<file path="src/rtl/tmr_pkg.sv">
package tmr_pkg;
   localparam int REG_AW = 4;

   localparam logic [REG_AW-1:0] RG_CTRL_A = 4'd0;
   localparam logic [REG_AW-1:0] RG_CTRL_B = 4'd1;
   localparam logic [REG_AW-1:0] RG_RUN_A  = 4'd2;
   localparam logic [REG_AW-1:0] RG_RUN_B  = 4'd3;
   localparam logic [REG_AW-1:0] RG_RLD_A  = 4'd4;
   localparam logic [REG_AW-1:0] RG_RLD_B  = 4'd5;
   localparam logic [REG_AW-1:0] RG_CNT_A  = 4'd6;
   localparam logic [REG_AW-1:0] RG_CNT_B  = 4'd7;
   localparam logic [REG_AW-1:0] RG_IEN    = 4'd8;
   localparam logic [REG_AW-1:0] RG_ICLR   = 4'd9;

   localparam logic [1:0] EDGE_NONE = 2'b00;
   localparam logic [1:0] EDGE_RISE = 2'b01;
   localparam logic [1:0] EDGE_FALL = 2'b10;
   localparam logic [1:0] EDGE_BOTH = 2'b11;

   // control bits 9:1, MSB first
   typedef struct packed {
      logic       ext_clk;
      logic       sync_in;
      logic [1:0] edge_sel;
      logic       invert;
      logic       cascade;
      logic       one_shot;
      logic       cnt_mode;
      logic       up;
   } tmr_ctrl_t;

   localparam int CTRL_W = $bits(tmr_ctrl_t);
endpackage

</file>
<file path="src/rtl/tmr_evt_gen.sv">
module tmr_evt_gen #(
   parameter int SYNC_STAGES = 2
) (
   input  logic       clk,
   input  logic       rst_n,
   input  logic       ext_in,
   input  logic       cnt_mode,
   input  logic       ext_clk,
   input  logic       invert,
   input  logic       sync_in,
   input  logic [1:0] edge_sel,
   output logic       evt
);
   import tmr_pkg::*;

   logic raw_s;
   logic sample, lvl, prev_q, rise, fall;

   generate
      if (SYNC_STAGES == 1) begin : g_sync1
         logic s_q;
         always_ff @(posedge clk) begin
            if (!rst_n) s_q <= 1'b0;
            else        s_q <= ext_in;
         end
         assign raw_s = s_q;
      end else begin : g_syncn
         logic [SYNC_STAGES-1:0] s_q;
         always_ff @(posedge clk) begin
            if (!rst_n) s_q <= '0;
            else        s_q <= {s_q[SYNC_STAGES-2:0], ext_in};
         end
         assign raw_s = s_q[SYNC_STAGES-1];
      end
   endgenerate

   assign sample = sync_in ? ext_in : raw_s;
   assign lvl    = sample ^ invert;
   assign rise   = lvl & ~prev_q;
   assign fall   = ~lvl & prev_q;

   always_ff @(posedge clk) begin
      if (!rst_n) prev_q <= 1'b0;
      else        prev_q <= lvl;
   end

   always_comb begin
      if (!cnt_mode) begin
         evt = ext_clk ? rise : 1'b1;
      end else begin
         case (edge_sel)
            EDGE_RISE: evt = rise;
            EDGE_FALL: evt = fall;
            EDGE_BOTH: evt = rise | fall;
            default:   evt = lvl;
         endcase
      end
   end
endmodule

</file>
<file path="src/rtl/tmr_counter.sv">
module tmr_counter #(
   parameter int HALF_W = 16
) (
   input  logic                   clk,
   input  logic                   rst_n,
   input  logic                   cascade,
   input  logic [1:0]             up,
   input  logic [1:0]             once,
   input  logic [1:0]             evt,
   input  logic [1:0]             start,
   input  logic [1:0]             stop,
   input  logic [1:0]             load,
   input  logic [1:0][HALF_W-1:0] rl,
   output logic [1:0][HALF_W-1:0] cnt,
   output logic [1:0]             run,
   output logic [1:0]             wrap
);
   localparam int FULL_W = 2 * HALF_W;

   logic [1:0] cmd, step, at_lim;
   logic       full_lim;
   logic [FULL_W-1:0] full_cnt;

   assign full_cnt = cnt;

   always_comb begin
      for (int h = 0; h < 2; h++) begin
         cmd[h]    = start[h] | stop[h] | load[h];
         at_lim[h] = up[h] ? (&cnt[h]) : (cnt[h] == '0);
      end
      full_lim = up[0] ? (&full_cnt) : (full_cnt == '0);
      step[0]  = run[0] & evt[0] & ~cmd[0];
      step[1]  = ~cascade & run[1] & evt[1] & ~cmd[1];
      wrap[0]  = step[0] & (cascade ? full_lim : at_lim[0]);
      wrap[1]  = step[1] & at_lim[1];
   end

   always_ff @(posedge clk) begin
      if (!rst_n) begin
         cnt <= '0;
         run <= '0;
      end else begin
         if (cascade) begin
            if (load[0] || wrap[0]) cnt <= rl;
            else if (step[0])       cnt <= up[0] ? full_cnt + 1'b1 : full_cnt - 1'b1;
         end else begin
            for (int h = 0; h < 2; h++) begin
               if (load[h] || wrap[h]) cnt[h] <= rl[h];
               else if (step[h])       cnt[h] <= up[h] ? cnt[h] + 1'b1 : cnt[h] - 1'b1;
            end
         end
         for (int h = 0; h < 2; h++) begin
            if (h == 1 && cascade)          run[h] <= run[h];
            else if (stop[h])               run[h] <= 1'b0;
            else if (start[h])              run[h] <= 1'b1;
            else if (wrap[h] && once[h])    run[h] <= 1'b0;
         end
      end
   end

   // a wrap of a lone half leaves the reload value in the count
   p_wrap_reload_r2: assert property (@(posedge clk) disable iff (!rst_n)
      (wrap[0] && !cascade) |=> (cnt[0] == $past(rl[0])));

   // a cascaded wrap reloads all 32 bits
   p_casc_reload_r9: assert property (@(posedge clk) disable iff (!rst_n)
      (wrap[0] && cascade) |=> (cnt == $past(rl)));

   // stop always wins
   p_stop_wins_r4: assert property (@(posedge clk) disable iff (!rst_n)
      stop[0] |=> !run[0]);

   // a stopped half without load holds its count
   p_idle_hold_r4: assert property (@(posedge clk) disable iff (!rst_n)
      (!run[0] && !load[0]) |=> $stable(cnt[0]));

   // one-shot ends after its wrap
   p_oneshot_end_r5: assert property (@(posedge clk) disable iff (!rst_n)
      (wrap[0] && once[0]) |=> !run[0]);
endmodule

</file>
<file path="src/rtl/tmr_irq.sv">
module tmr_irq (
   input  logic       clk,
   input  logic       rst_n,
   input  logic [1:0] wrap,
   input  logic       cascade,
   input  logic       ien_we,
   input  logic       clr_we,
   input  logic [1:0] wd,
   output logic [1:0] ien,
   output logic [1:0] pend,
   output logic [1:0] irq
);
   logic [1:0] clr_mask;

   assign clr_mask = clr_we ? wd : 2'b00;
   assign irq      = pend & ien & {~cascade, 1'b1};

   always_ff @(posedge clk) begin
      if (!rst_n) begin
         ien  <= '0;
         pend <= '0;
      end else begin
         if (ien_we) ien <= wd;
         pend <= (pend & ~clr_mask) | wrap;
      end
   end

   // a wrap always leaves its pending bit set
   p_pend_set_r10: assert property (@(posedge clk) disable iff (!rst_n)
      wrap[0] |=> pend[0]);

   // clearing without a new wrap takes effect
   p_clear_r10: assert property (@(posedge clk) disable iff (!rst_n)
      (clr_we && wd[0] && !wrap[0]) |=> !pend[0]);

   // B's pending bit cannot rise while cascaded
   p_casc_b_quiet_r11: assert property (@(posedge clk) disable iff (!rst_n)
      (cascade && !pend[1]) |=> !pend[1]);
endmodule

</file>
<file path="src/rtl/tmr_pair.sv">
module tmr_pair
   import tmr_pkg::*;
#(
   parameter int HALF_W      = 16,
   parameter int SYNC_STAGES = 2
) (
   input  logic                  clk,
   input  logic                  rst_n,
   input  logic                  wr_en,
   input  logic [REG_AW-1:0]     wr_addr,
   input  logic [2*HALF_W-1:0]   wr_data,
   input  logic [REG_AW-1:0]     rd_addr,
   output logic [2*HALF_W-1:0]   rd_data,
   input  logic [1:0]            ext_in,
   output logic [1:0]            irq
);
   localparam int DATA_W = 2 * HALF_W;

   generate
      if (HALF_W < 8) begin : g_bad_width
         $error("tmr_pair: HALF_W must be at least 8");
      end
      if (SYNC_STAGES < 1) begin : g_bad_sync
         $error("tmr_pair: SYNC_STAGES must be at least 1");
      end
   endgenerate

   tmr_ctrl_t                ctrl_q [2];
   tmr_ctrl_t                wr_ctrl, wr_ctrl_b;
   logic [1:0][HALF_W-1:0]   rl_q;
   logic [1:0][HALF_W-1:0]   cnt_w;
   logic [1:0]               run_w, wrap_w, evt_w;
   logic [1:0]               start_p, stop_p, load_p;
   logic [1:0]               ien_w, pend_w;
   logic                     cascade;

   assign cascade = ctrl_q[0].cascade;

   always_comb begin
      wr_ctrl           = tmr_ctrl_t'(wr_data[CTRL_W:1]);
      wr_ctrl_b         = wr_ctrl;
      wr_ctrl_b.cascade = 1'b0;
   end

   // run-register command pulses
   genvar h;
   generate
      for (h = 0; h < 2; h++) begin : g_half
         logic hit;
         assign hit        = wr_en && (wr_addr == RG_RUN_A + REG_AW'(h));
         assign start_p[h] = hit & wr_data[0];
         assign stop_p[h]  = hit & wr_data[1];
         assign load_p[h]  = hit & wr_data[2];

         tmr_evt_gen #(.SYNC_STAGES(SYNC_STAGES)) u_evt (
            .clk      (clk),
            .rst_n    (rst_n),
            .ext_in   (ext_in[h]),
            .cnt_mode (ctrl_q[h].cnt_mode),
            .ext_clk  (ctrl_q[h].ext_clk),
            .invert   (ctrl_q[h].invert),
            .sync_in  (ctrl_q[h].sync_in),
            .edge_sel (ctrl_q[h].edge_sel),
            .evt      (evt_w[h])
         );
      end
   endgenerate

   always_ff @(posedge clk) begin
      if (!rst_n) begin
         ctrl_q[0] <= '0;
         ctrl_q[1] <= '0;
         rl_q      <= '0;
      end else if (wr_en) begin
         case (wr_addr)
            RG_CTRL_A: ctrl_q[0] <= wr_ctrl;
            RG_CTRL_B: ctrl_q[1] <= wr_ctrl_b;
            RG_RLD_A: begin
               rl_q[0] <= wr_data[HALF_W-1:0];
               if (cascade) rl_q[1] <= wr_data[DATA_W-1:HALF_W];
            end
            RG_RLD_B:  rl_q[1] <= wr_data[HALF_W-1:0];
            default: ;
         endcase
      end
   end

   tmr_counter #(.HALF_W(HALF_W)) u_cnt (
      .clk     (clk),
      .rst_n   (rst_n),
      .cascade (cascade),
      .up      ({ctrl_q[1].up, ctrl_q[0].up}),
      .once    ({ctrl_q[1].one_shot, ctrl_q[0].one_shot}),
      .evt     (evt_w),
      .start   (start_p),
      .stop    (stop_p),
      .load    (load_p),
      .rl      (rl_q),
      .cnt     (cnt_w),
      .run     (run_w),
      .wrap    (wrap_w)
   );

   tmr_irq u_irq (
      .clk     (clk),
      .rst_n   (rst_n),
      .wrap    (wrap_w),
      .cascade (cascade),
      .ien_we  (wr_en && wr_addr == RG_IEN),
      .clr_we  (wr_en && wr_addr == RG_ICLR),
      .wd      (wr_data[1:0]),
      .ien     (ien_w),
      .pend    (pend_w),
      .irq     (irq)
   );

   always_comb begin
      rd_data = '0;
      case (rd_addr)
         RG_CTRL_A: rd_data = DATA_W'({ctrl_q[0], run_w[0]});
         RG_CTRL_B: rd_data = DATA_W'({ctrl_q[1], run_w[1]});
         RG_RLD_A:  rd_data = cascade ? rl_q : DATA_W'(rl_q[0]);
         RG_RLD_B:  rd_data = DATA_W'(rl_q[1]);
         RG_CNT_A:  rd_data = cascade ? cnt_w : DATA_W'(cnt_w[0]);
         RG_CNT_B:  rd_data = DATA_W'(cnt_w[1]);
         RG_IEN:    rd_data = DATA_W'(ien_w);
         RG_ICLR:   rd_data = DATA_W'(pend_w);
         default:   rd_data = '0;
      endcase
   end

   // control bit4 of half B never reads back as set
   p_b_no_cascade_r12: assert property (@(posedge clk) disable iff (!rst_n)
      !ctrl_q[1].cascade);
endmodule

</file>
<file path="config.mk">
export PLATFORM = sky130hd
export DESIGN_NAME = tmr_pair
export DESIGN_NICKNAME = d
export VERILOG_FILES = /design/src/rtl/tmr_pkg.sv /design/src/rtl/tmr_evt_gen.sv /design/src/rtl/tmr_counter.sv /design/src/rtl/tmr_irq.sv /design/src/rtl/tmr_pair.sv
export SDC_FILE = /design/constraint.sdc
export NUM_CORES = 1
export LEC_CHECK = 0
export ABC_CLOCK_PERIOD_IN_PS = 3610
export CORE_AREA = 2 2 187 115
export CTS_CLUSTER_DIAMETER = 120
export DETAILED_ROUTE_END_ITERATION = 8
export DIE_AREA = 0 0 189 117
export GPL_ROUTABILITY_DRIVEN = 0
export MAX_ROUTING_LAYER = met4
export PLACE_DENSITY = 0.66
export SYNTH_ARGS = -nofsm -noshare
export SYNTH_HDL_FRONTEND = slang
export SYNTH_HIERARCHICAL = 1
export SYNTH_SLANG_ARGS = --single-unit
</file>
<file path="constraint.sdc">
create_clock -name clk -period 3.61 [get_ports clk]
set_input_delay 0.722 -clock clk [delete_from_list [all_inputs] [get_ports clk]]
set_output_delay 0.722 -clock clk [all_outputs]
set_load 0.1 [all_outputs]
</file>
==> results.toml, run 1 <==
[worst_setup_path]
critPathArrivalTime_ns = 3.87
path_class = "in2reg"
critPathMaxStageDelay_ns = 0.53
required_ns = 3.88
cpMaxStageDelayCell = "or4_1"
crit_fanout = 4
start_kind = "input pin"
worstPathCellList = "clkdlybuf4s50_1 > or3b_4 > nor3b_2 > buf_4 > and2_4 > and4bb_1 > nor2b_4 > nand4_1 > a21oi_2 > nor3_4 > nand2_1 > or4_1 > o211ai_1"
cp-end-kind = "flop"

[detailed_routing]
avgRoutedWirePerCell_um = 22.2
drc = 0
routed_wirelength_um = 31200
drt-initial-drc-count = 1390
dr.pass1.iters = 6
drt-vias-per-instance = 6.25
vias = 8762
drtAntennaViolNets = 0

[synthesis]
avgSynthCellArea_um2 = 8.11
synth_area_leaders = "dfxtp_1 (19%), ha_1 (7.1%), edfxtp_1 (6.3%)"
synth_area_um2 = 8060
synth_warnings = 6
synth-edff-count = 17
synth_seq_cells = 93
yosysSeqAreaShare_pct = 25.2
synth_top_area_share_pct = 18.9
yosys.area.top_type = "dfxtp_1"
syn_nets = 1087
ys_async_sr_fraction_pct = 0
synth_cells = 994
synth_cell_types = 87
ys_dominant_reg_cell = "dfxtp_1"

[timing]
fmax_ghz = 0.278
hold_viol = 0
worst_slew_pin_slew_ns = 0.765
relSlewSlack_pct = 48.8
period_share_pct = 99.6
finalSetupTns_ns = 0
finalClockSkew_ns = 0.00875
period_minus_slack_ns = 3.59
slew_violations = 0
finalSetupViolCount = 0
layout_setup_ws_ns = 0.0157

[grt]
grt_max_degree = 36
grt_pass1_wl_um = 46900
antenna_found_initial = 0
overflow = 0
grt_pass1_vias = 7772
track_usage_pct = 28.8

[clock_network]
cts.sink_count = 93
worstSkewPairLatency_ns = 0.35
cts_buffers = 9
cts_tree = "built"
cts.htree.levels = 3
clkTransAtPathRegs_ns = 0.07
cts_max_path_buffers = 2
cts_root_buf = "clkbuf_16"

[die]
rows = 41
io_pins = 79
dieWidth_um = 189
core-area_um2 = 20600
start_util_pct = 39.2
die_area_um2 = 22100
die_h_um = 117

[cells_and_area]
area.growth.synth_to_final_pct = 27.9
final_net_count = 1211
final_util_pct = 50.1
design_area_um2 = 10300
num_antenna_cells = 0
drive_gt1_share_pct = 17.4

[power_and_ir_drop]
irDropWorstVdd_mv = 0.214
p_per_area_nw_per_um2 = 275
p_leak_uw = 0.00410

[placed_design]
pre_cts_ws_ns = -0.455
dpl_cell_area_um2 = 9910
hpwl_um = 24000
io_buffers = 78

[min_path]
hp-class = "reg2reg"

[run]
maxCapViolations = 0

[status]
status = "completed"
## Yosys cell counts, types with 5 or more instances
cell and n:
a311oi_2 10, or4_1 6, nand3_1 35, buf_2 25, nand4_1 16, nor3_1 24
dfxtp_1 76, and2_1 22, a21o_1 15, a31oi_1 7, mux2i_1 45, nor3b_1 6
o221ai_1 6, edfxtp_1 17, o22ai_1 6, xor2_1 11, o21ai_0 57, a22oi_1 17
and3_1 6, o31ai_1 6, ha_1 46, xnor2_1 27, nor4_1 8, nor2b_1 6
clkbuf_1 22, o21ai_1 5, a211oi_1 28, a311oi_1 8, nand2_1 94, o211ai_1 13
a21oi_1 84, nor2_1 94, a221o_1 12, inv_1 27
## flip-flops by register name (all words and copies together), names as in the netlist
name	cells
ctrl_q	17
u_cnt/cnt	32
u_cnt/run	2
rl_q	32
g_half.u_evt/g_syncn.s_q	4
g_half.u_evt/prev_q	2
u_irq/pend	2
u_irq/ien	2
## power breakdown
group | leakage [uW] | internal (uW) | switching [uW]
sequential | 0.000778 | 1090 | 62.7
combinational | 0.00317 | 296 | 419
clock | 0.000148 | 492 | 470
total | 0.00410 | 1880 | 952
## worst max-delay path: cells and delay by family
| family | cells | cell delay (ns) |
|---|---|---|
| buffers and inverters | 2 | 0.63 |
| AOI/OAI and AO/OA | 2 | 0.23 |
| and+or+nand+nor | 9 | 2.28 |
## per-layer routing
metal	wire length [um]	global-route usage, %	vias up	part of all wire [%]
met5	0	-	-	0
met2	11100	35.4	600	36
met3	4670	8.74	66	15
met4	667	7.03	0	2.1
li1	-	-	4038	-
met1	14700	43.8	4058	47
## final cells by class
| class | instances | area, um2 |
|---|---|---|
| tap | 279 | 349 |
| inverter | 28 | 105 |
| clock buffer | 9 | 225 |
| multi-input combinational | 818 | 5700 |
| timing repair buffer | 168 | 1820 |
| fill | 1939 | 10300 |
| clock inverter | 7 | 73.8 |
| sequential | 93 | 2030 |
## final timing paths
| path | start | endpoint | slack, ns | depth (start not counted) |
|---|---|---|---|---|
| min | g_half[0].u_evt/g_syncn.s_q[0] | g_half[0].u_evt/g_syncn.s_q[1] | 0.44 | 1 |
| max reg2reg | ctrl_q[0][0] | u_cnt/cnt[22] | 0.23 | 11 |
| min reg2reg | g_half[0].u_evt/g_syncn.s_q[0] | g_half[0].u_evt/g_syncn.s_q[1] | 0.44 | 1 |
| max | wr_en | u_cnt/cnt[31] | 0.02 | 13 |
## repair_timing
item | 4_1_cts | 5_1_grt
pin swaps | 1 | 8
hold endpoints to repair | 0 | 0
buffers inserted | 0 | 2
endpoints found under the setup margin | 1 | 32
gates resized for setup | 2 | 16
hold buffers | 0 | 0
## cells by family after synthesis
kind of cell | synth area share [%]
flip-flops | 25.2
AO/OA/AOI/OAI | 28.8
XOR/XNOR | 4.53
multiplexers | 6.57
adder cells (fa/ha/maj) | 7.64
buffers and inverters | 5.00
AND/OR/NAND/NOR | 22.3
## per-stage QoR
step	power, uW	hold slack [ns]	std cells
2_1_floorplan	1570	0.412	994
3_3_place_gp	1840	0.415	1384
3_5_place_dp	1850	0.421	1384
4_1_cts	2790	0.436	1400
5_1_grt	2920	0.445	1402
6_report	2830	0.436	1402
## cells in the final DEF (no fill, tap or decap), types with 5 or more instances in the layout
master            n
nor2_1           94
nand2_1          94
buf_4            88
a21oi_1          83
dfxtp_1          76
o21ai_0          57
ha_1             46
mux2i_1          44
clkdlybuf4s50_1  43
nand3_1          35
buf_12           35
inv_1            27
a211oi_1         27
xnor2_1          27
nor3_1           23
and2_1           20
a22oi_1          17
edfxtp_1         17
nand4_1          16
a21o_1           15
o211ai_1         13
a221o_1          12
xor2_1           11
a311oi_2         10
clkbuf_16         9
nor4_1            8
a311oi_1          8
a31oi_1           7
o22ai_1           6
and3_1            6
or4_1             6
o31ai_1           6
nor2b_1           5
o21ai_1           5
nor3b_1           5
No activity file was read; power rests on OpenSTA's default activity.
==> run 2, diff against run 1 <==
--- a/config.mk
+++ b/config.mk
@@ -13,6 +13,7 @@
 export GPL_ROUTABILITY_DRIVEN = 0
 export MAX_ROUTING_LAYER = met4
 export PLACE_DENSITY = 0.66
+export REMOVE_ABC_BUFFERS = 1
 export SYNTH_ARGS = -nofsm -noshare
 export SYNTH_HDL_FRONTEND = slang
 export SYNTH_HIERARCHICAL = 1
==> results.toml, run 2 (synthesized netlist as in run 1, its figures left out) <==
[power_and_ir_drop]
p_sw_share_pct = 33.6
seq_power_share_pct = 40.6
p_sw_uw = 950
p_comb_share_pct = 25.1
p_leak_uw = 0.00404
p_per_area_nw_per_um2 = 276
power.internal_uw = 1880
irDropWorstVdd_mv = 0.244
p_total_uw = 2830
power.share.clock_pct = 34.3

[worst_setup_path]
required_ns = 2.89
critPathMaxStageDelay_ns = 0.68
critPathTopFamily = "buffers and inverters"
startpoint = "rd_addr[0]"
path_buf_inv = 4
cpMaxStageDelayCell = "clkdlybuf4s50_1"
crit_fanout = 12
start_kind = "input pin"
path_class = "in2out"
worstPathCellList = "clkdlybuf4s50_1 > buf_4 > and4b_1 > buf_4 > a221o_1 > buf_12"
path_common_cell = "buf_4"
critPathArrivalTime_ns = 2.82
cp-end-kind = "output pin"
r2r-start = "ctrl_q[0][0]"

[detailed_routing]
drtAntennaViolNets = 0
avgRoutedWirePerCell_um = 21.7
drc = 0
routed_wirelength_um = 30200
vias = 8790
dr.pass1.iters = 7
drt-initial-drc-count = 1423
drt-vias-per-instance = 6.31

[timing]
finalSetupTns_ns = 0
relSlewSlack_pct = 35.2
fmax_ghz = 0.282
hold_viol = 0
slew_violations = 0
finalClockSkew_ns = 0.0128
worst_slew_pin_slew_ns = 0.970
layout_setup_ws_ns = 0.0701
finalSetupViolCount = 0
period_share_pct = 98.1
period_minus_slack_ns = 3.54

[placed_design]
dp.cells = 1373
hpwl_um = 23200
pre_cts_ws_ns = -0.353
io_buffers = 78

[die]
dieWidth_um = 189
rows = 41
core-area_um2 = 20600
start_util_pct = 39.2
io_pins = 79
die_h_um = 117
die_area_um2 = 22100

[cells_and_area]
final_cell_mix = "nor2_1 (93), nand2_1 (93), a21oi_1 (82)"
num_antenna_cells = 0
final_util_pct = 49.8
area.growth.synth_to_final_pct = 27.2
stdcell_count = 1392
largestRegisters = "rl_q x32, u_cnt/cnt x32, ctrl_q x17"
final_net_count = 1201
drive_gt1_share_pct = 16.6

[grt]
grt_max_degree = 36
grt_pass1_vias = 7742
overflow = 0
track_usage_pct = 27.9
grt_pass1_wl_um = 45600
antenna_found_initial = 0

[clock_network]
cts_buffers = 9
cts.htree.levels = 3
cts.sink_count = 93
clkTransAtPathRegs_ns = 0.08
worstSkewPairLatency_ns = 0.36
cts_root_buf = "clkbuf_16"
cts_max_path_buffers = 2
cts_tree = "built"
ctsHoldBuffers = 0

[min_path]
hp-class = "reg2reg"
min_from = "g_half[0].u_evt/g_syncn.s_q[0]"

[run]
maxCapViolations = 0

[status]
status = "completed"
-- run 2: per-stage QoR --
step                      cell area [um2]  hold WS [ns]
after global placement               9830         0.414
final                               10200         0.438
after detailed placement             9830         0.418
after CTS                           10100         0.439
after global routing                10200         0.473
after floorplan                      7760         0.412
-- run 2: final cells by class --
class | count | area [um2]
Sequential cell | 93 | 2030
Multi-Input combinational cell | 818 | 5710
Inverter | 28 | 109
Timing Repair Buffer | 158 | 1750
Tap cell | 279 | 349
Clock inverter | 7 | 75.1
Fill cell | 1944 | 10300
Clock buffer | 9 | 225
-- run 2: repair_timing --
action / in CTS / in global routing
endpoints found under the setup margin: 0 / 34
buffers inserted: 0 / 3
gates resized for setup: 0 / 19
-- run 2: path summary, 6_finish.rpt --
check	depth (start not counted)	slack (ns)	end
setup / recovery	6	0.07	rd_data[9]
hold / removal	1	0.44	g_half[0].u_evt/g_syncn.s_q[1]
hold reg to reg	1	0.44	g_half[0].u_evt/g_syncn.s_q[1]
setup reg to reg	11	0.11	u_cnt/cnt[22]
-- run 2: power groups by stage --
stage	registers [uW]	clock network, uW	logic, uW
2_1_floorplan	1140	0	405
3_3_place_gp	1160	0	666
3_5_place_dp	1160	0	673
4_1_cts	1140	977	677
5_1_grt	1150	1020	760
6_report	1150	969	710
-- run 2: worst register-to-register path: cells and delay by family (launching register included) --
kind	cells	cell delay, ns
compound gates	6	1.88
xor+xnor	1	0.24
fa+ha+maj	1	0.48
buf+inv	2	0.29
flops	1	0.42
simple gates	1	0.08
-- run 2: routing by layer --
layer | up-vias | part of all wire (%) | GRT usage (%)
met3 | 53 | 15 | 8.68
met4 | 0 | 1.5 | 5.47
met5 | - | 0 | -
li1 | 4002 | - | -
met1 | 4129 | 47 | 42.3
met2 | 606 | 37 | 34.8
